`config.mk`:
```
export PLATFORM = sky130hd
export DESIGN_NAME = bcd_calendar
export DESIGN_NICKNAME = d
export VERILOG_FILES = /design/src/rtl/bcd_calendar.sv
export SDC_FILE = /design/constraint.sdc
export NUM_CORES = 1
export LEC_CHECK = 0
export ABC_AREA = 1
export CORE_AREA = 2 2 132 134
export CTS_BUF_LIST = sky130_fd_sc_hd__clkbuf_16
export DETAILED_ROUTE_END_ITERATION = 8
export DIE_AREA = 0 0 134 136
export DONT_BUFFER_PORTS = 1
export PLACE_DENSITY_LB_ADDON = 0.08
export SLEW_MARGIN = 20
export SYNTH_ARGS = -nofsm -noshare
export SYNTH_HDL_FRONTEND = slang
export SYNTH_SLANG_ARGS = --single-unit
```
`constraint.sdc`:
```
create_clock -name clk -period 4.3 [get_ports clk]
set_input_delay 0.43 -clock clk [delete_from_list [all_inputs] [get_ports clk]]
set_output_delay 0.43 -clock clk [all_outputs]
set_load 0.1 [all_outputs]
```
`src/rtl/bcd_calendar.sv`:
```
module bcd_calendar #(
  parameter int         DAY_W = 15,
  parameter logic [7:0] A_CTL = 8'h14,
  parameter logic [7:0] A_SEC = 8'h15,
  parameter logic [7:0] A_MIN = 8'h16,
  parameter logic [7:0] A_HR  = 8'h17,
  parameter logic [7:0] A_DLO = 8'h18,
  parameter logic [7:0] A_DHI = 8'h19,
  parameter logic [7:0] A_AMN = 8'h1A,
  parameter logic [7:0] A_AHR = 8'h1B,
  parameter logic [7:0] A_ADL = 8'h1C,
  parameter logic [7:0] A_ADH = 8'h1D
) (
  input  logic       clk,
  input  logic       rst_n,
  input  logic       sec_tick,
  input  logic [7:0] reg_addr,
  input  logic       reg_wr,
  input  logic [7:0] reg_wdata,
  output logic [7:0] reg_rdata,
  output logic       alarm_irq
);
  localparam int DHI_W = DAY_W - 8;

  logic [7:0] sec_q, min_q, hour_q, amin_q, ahour_q;
  logic [DAY_W-1:0] day_q, aday_q;
  logic ctl_run, ctl_aien, ctl_men, ctl_hen, ctl_den, alm_flag, busy_q;
  logic pend_v;
  logic [7:0] pend_a, pend_d;
  logic eff_we;
  logic [7:0] eff_a, eff_d;
  logic [8:0] s_n, m_n, h_n;
  logic [7:0] sec_nx, min_nx, hr_nx;
  logic [DAY_W-1:0] day_nx;
  logic match;

  function automatic logic [8:0] bcd_step(input logic [7:0] v, input logic [7:0] top);
    if (v == top)            return {1'b1, 8'h00};
    else if (v[3:0] == 4'd9) return {1'b0, v[7:4] + 4'd1, 4'd0};
    else                     return {1'b0, v[7:4], v[3:0] + 4'd1};
  endfunction

  assign s_n    = bcd_step(sec_q, 8'h59);
  assign m_n    = bcd_step(min_q, 8'h59);
  assign h_n    = bcd_step(hour_q, 8'h23);
  assign sec_nx = s_n[7:0];
  assign min_nx = s_n[8] ? m_n[7:0] : min_q;
  assign hr_nx  = (s_n[8] & m_n[8]) ? h_n[7:0] : hour_q;
  assign day_nx = (s_n[8] & m_n[8] & h_n[8]) ? day_q + DAY_W'(1) : day_q;

  assign match = (sec_nx == 8'h00)
               && (!ctl_men || min_nx == amin_q)
               && (!ctl_hen || hr_nx  == ahour_q)
               && (!ctl_den || day_nx == aday_q);

  assign eff_we = !busy_q && (pend_v || reg_wr);
  assign eff_a  = pend_v ? pend_a : reg_addr;
  assign eff_d  = pend_v ? pend_d : reg_wdata;

  assign alarm_irq = alm_flag & ctl_aien;

  always_ff @(posedge clk or negedge rst_n) begin
    if (!rst_n) begin
      sec_q <= '0; min_q <= '0; hour_q <= '0; day_q <= '0;
      amin_q <= '0; ahour_q <= '0; aday_q <= '0;
      ctl_run <= 1'b0; ctl_aien <= 1'b0; ctl_men <= 1'b0;
      ctl_hen <= 1'b0; ctl_den <= 1'b0; alm_flag <= 1'b0;
      busy_q <= 1'b0; pend_v <= 1'b0; pend_a <= '0; pend_d <= '0;
    end else begin
      busy_q <= sec_tick & ctl_run & ~busy_q;
      if (busy_q) begin
        if (reg_wr) begin
          pend_v <= 1'b1;
          pend_a <= reg_addr;
          pend_d <= reg_wdata;
        end
      end else begin
        pend_v <= pend_v & reg_wr;
        if (pend_v & reg_wr) begin
          pend_a <= reg_addr;
          pend_d <= reg_wdata;
        end
      end

      if (busy_q) begin
        sec_q  <= sec_nx;
        min_q  <= min_nx;
        hour_q <= hr_nx;
        day_q  <= day_nx;
        if (match) alm_flag <= 1'b1;
      end else if (eff_we) begin
        case (eff_a)
          A_SEC: sec_q  <= eff_d;
          A_MIN: min_q  <= eff_d;
          A_HR:  hour_q <= eff_d;
          A_DLO: day_q[7:0] <= eff_d;
          A_DHI: day_q[DAY_W-1:8] <= eff_d[DHI_W-1:0];
          A_AMN: amin_q  <= eff_d;
          A_AHR: ahour_q <= eff_d;
          A_ADL: aday_q[7:0] <= eff_d;
          A_ADH: aday_q[DAY_W-1:8] <= eff_d[DHI_W-1:0];
          A_CTL: begin
            ctl_run  <= eff_d[0];
            ctl_aien <= eff_d[1];
            ctl_men  <= eff_d[3];
            ctl_hen  <= eff_d[4];
            ctl_den  <= eff_d[5];
            if (eff_d[2]) alm_flag <= 1'b0;
          end
          default: ;
        endcase
      end
    end
  end

  always_comb begin
    case (reg_addr)
      A_CTL:   reg_rdata = {busy_q, 1'b0, ctl_den, ctl_hen, ctl_men, alm_flag, ctl_aien, ctl_run};
      A_SEC:   reg_rdata = sec_q;
      A_MIN:   reg_rdata = min_q;
      A_HR:    reg_rdata = hour_q;
      A_DLO:   reg_rdata = day_q[7:0];
      A_DHI:   reg_rdata = 8'(day_q[DAY_W-1:8]);
      A_AMN:   reg_rdata = amin_q;
      A_AHR:   reg_rdata = ahour_q;
      A_ADL:   reg_rdata = aday_q[7:0];
      A_ADH:   reg_rdata = 8'(aday_q[DAY_W-1:8]);
      default: reg_rdata = 8'h00;
    endcase
  end
endmodule


```
==> flow_metrics.tcl <==
set metrics [dict create \
    outcome "finished, violations left" \
    violations "hold timing" \
    hold_ws_ns -0.03797 \
    antenna_found_initial 0 \
    initial_core_util 0.4000 \
    muxShareOfSynthArea 0.001668 \
    cp-start-kind "primary input" \
    power_frac_comb 0.394 \
    swShare 0.4504 \
    synth_edf_count 0 \
    async_reset_ff_frac 1.000 \
    vias 6510 \
    setup-tns-final_ns 0 \
    synth_cells 956 \
    grt_pass1_wl_um 36430 \
    path_class "in2out" \
    final_util 0.4394 \
    final_area_um2 7416 \
    ant_nets 0 \
    final_layout_size_suffix_gt1_frac 0.1013 \
    place_congestion 0.9146 \
    layout_worst_path_cycle_share 0.6833 \
    worstPathArrival_ns 2.51 \
    finalCriticalPeriod_ns 2.938 \
    synth_top_family_by_area "simple AND/OR/NAND/NOR gates" \
    area_delta_synth_final_pct 9.861 \
    synth_compound_area_frac 0.1672 \
    vias_per_cell 5.461 \
    cts_tree "yes" \
    grt_usage 0.2700 \
    synth_area_um2 6750 \
    fmax_mhz 340.4 \
    clock_skew_ns 0.007910 \
    end_kind "primary output" \
    htreeDepth 3 \
    drtPass1Iterations 6 \
    cpMaxStageDelayCell "nor3_1" \
    p_leak_nw 3.679 \
    placed_cell_area_um2 7084 \
    cts_sinks 94 \
    clockBufferDepth 2 \
    first_global_vias 6075 \
    final_cells 1192 \
    die-area_um2 18220 \
    relSlewSlack 0.3423 \
    synth_simple_gate_area_share 0.3561 \
    wl_um 23480 \
    yosys_register_bits 94 \
    crit_fanout 8 \
    dp_hpwl_um 17410 \
    ir_drop_uv 229.6 \
    p_int_mw 2.192 \
    clk_pin_slew_worst_paths_ns 0.07 \
    maxCapViolCount 0 \
    synth.most_common_cell "nand2_1" \
    ys.warnings.count 0 \
    pwr-share-seq 0.394 \
    fillCellCount 1799 \
    switching_power_mw 1.796 \
    die_y_um 136 \
    syn-num-nets 989 \
    io_pins 29 \
    crit_top_cell "inv_1" \
    max_slew.worst_pin.slew_ns 0.9790 \
    setup_viol 0 \
    powerDensity_nw_per_um2 537.7 \
    die_x_um 134 \
    synth_cell_types 45 \
    placed_cells 1175 \
    drc 0 \
    avgRoutedWirePerCell_um 19.70 \
    cts_buffers 9 \
    ys_seq_area_frac 0.3485 \
    crit_path_max_incr_delay_ns 0.87 \
    power_frac_clock 0.212 \
    drtIter0Drc 556 \
    yosys-top-cells-count "nand2_1, inv_1, dfrtp_1, nor2_1" \
    synth.avg_cell_area_um2 7.061 \
    overflow 0 \
    rsz0062_at_grt "no" \
    grt_max_degree 95 \
    cts_setup_buffers 0 \
    clock-root-buffer "clkbuf_16" \
    antennaDiodeCount 0 \
    hold_path.class "in2async" \
    coreArea_um2 16880 \
    cp.required_ns 3.87 \
    synth_area_leader_cell "dfrtp_1" \
    fp-row-count 48 \
    synth.area.top_cells "dfrtp_1, nand2_1, inv_1" \
    clock_latency_ns 0.36 \
    synth_top_flop_cell "dfrtp_1" \
    synth_top_area_frac 0.3485 \
    synth-xor-area-share 0.01038 \
    crit_chain "inv_1 > nand4_1 > nor3_1 > inv_1 > o221ai_1 > a211oi_1 > o211ai_1 > buf_16" \
    hold_viol 13 \
    portBuffers 0 \
    layout.nets 995 \
    maxSlewViolCount 0 \
    synth_adder_area_share 0.02410 \
]
-- flip-flops by register name (all words and copies together) (netlist names) --
name      flops
ctl_run       1
ctl_aien      1
pend_v        1
amin_q        8
hour_q        8
ctl_men       1
ctl_hen       1
alm_flag      1
sec_q         8
busy_q        1
min_q         8
ctl_den       1
pend_a        8
aday_q       15
pend_d        8
ahour_q       8
day_q        15
-- final cells by class --
cell class,instances,area (um2),area share
clock inverter,7,71.32,0.009617
multi-input combinational,717,3825,0.5158
clock buffer,9,225.2,0.03037
inverter,120,450.4,0.06074
timing repair buffer,20,210.2,0.02834
tap,225,281.5,0.03796
sequential,94,2352,0.3172
-- logic make-up after synthesis --
kind of cell	Yosys count
adders and majority gates	13
xor gates and xnor gates	8
muxes	1
buffers and inverters	145
DFF	94
and+or+nand+nor	531
AOI/OAI and AO/OA	164
-- layout by cell type (no fill, tap or decap), drive strengths merged --
cell type / synthesis / final
nand2: 354 / 354
inv: 120 / 122
dfrtp: 94 / 94
o21ai: 83 / 83
nor2: 77 / 77
nand3: 62 / 62
o221ai: 31 / 31
buf: 15 / 20
nand4: 15 / 15
ha: 13 / 13
a221oi: 11 / 11
o22ai: 11 / 11
clkbuf: 10 / 9
nand3b: 9 / 9
o211ai: 8 / 8
xor2: 7 / 7
a21oi: 7 / 7
nor3: 6 / 6
o2111ai: 6 / 6
or2: 5 / 5
nor4: 3 / 3
a31oi: 3 / 3
a211oi: 2 / 2
clkinvlp: 0 / 2
clkinv: 0 / 2
xnor2: 1 / 1
o21bai: 1 / 1
o41ai: 1 / 1
mux2: 1 / 1
bufinv: 0 / 1
-- per-layer routing --
layer  up-vias  part of all wire  GRT usage
met4         0             0.026     0.1017
met1      3088              0.49     0.3974
met3        37             0.052    0.03691
met5         -                 0          0
li1       3197                 -          -
met2       188              0.44     0.4014
-- through the flow --
stage / power, mW / setup slack [ns]
detailed placement: 3.111 / 1.429
finish: 3.987 / 1.362
global placement: 3.111 / 1.448
global route: 4.316 / 1.287
floorplan: 2.688 / 1.276
CTS: 3.977 / 1.415
-- timing repair --
action | CTS | global route
endpoints found under the setup margin | 0 | 0
hold endpoints to repair | 94 | 0
resized for setup | 0 | 0
hold buffers | 1 | 0
-- power groups by stage --
stage | Combinational, mW | Sequential [mW] | Clock (mW)
3_3_place_gp | 1.53 | 1.58 | 0
4_1_cts | 1.57 | 1.56 | 0.851
5_1_grt | 1.82 | 1.61 | 0.882
6_report | 1.57 | 1.57 | 0.847
3_5_place_dp | 1.53 | 1.58 | 0
2_1_floorplan | 1.31 | 1.38 | 0
-- final timing paths --
path	start	slack (ns)	end	cells past startpoint
max	reg_addr[6]	1.36	reg_rdata[7]	8
min in group clk	sec_tick	0.18	busy_q	2
max reg2reg	sec_q[1]	1.61	alm_flag	16
max in group asynchronous	rst_n	3.89	sec_q[7]	1
min reg2reg	pend_d[4]	0.48	pend_d[4]	2
min	rst_n	-0.04	day_q[10]	1
-- worst max-delay path: cells and delay by family --
| kind | cells | cell delay, ns |
|---|---|---|
| AND/OR/NAND/NOR | 2 | 1.19 |
| AO/OA/AOI/OAI | 3 | 0.51 |
| buffers and inverters | 3 | 0.36 |
Note: power is estimated with default switching activity, not from simulation.
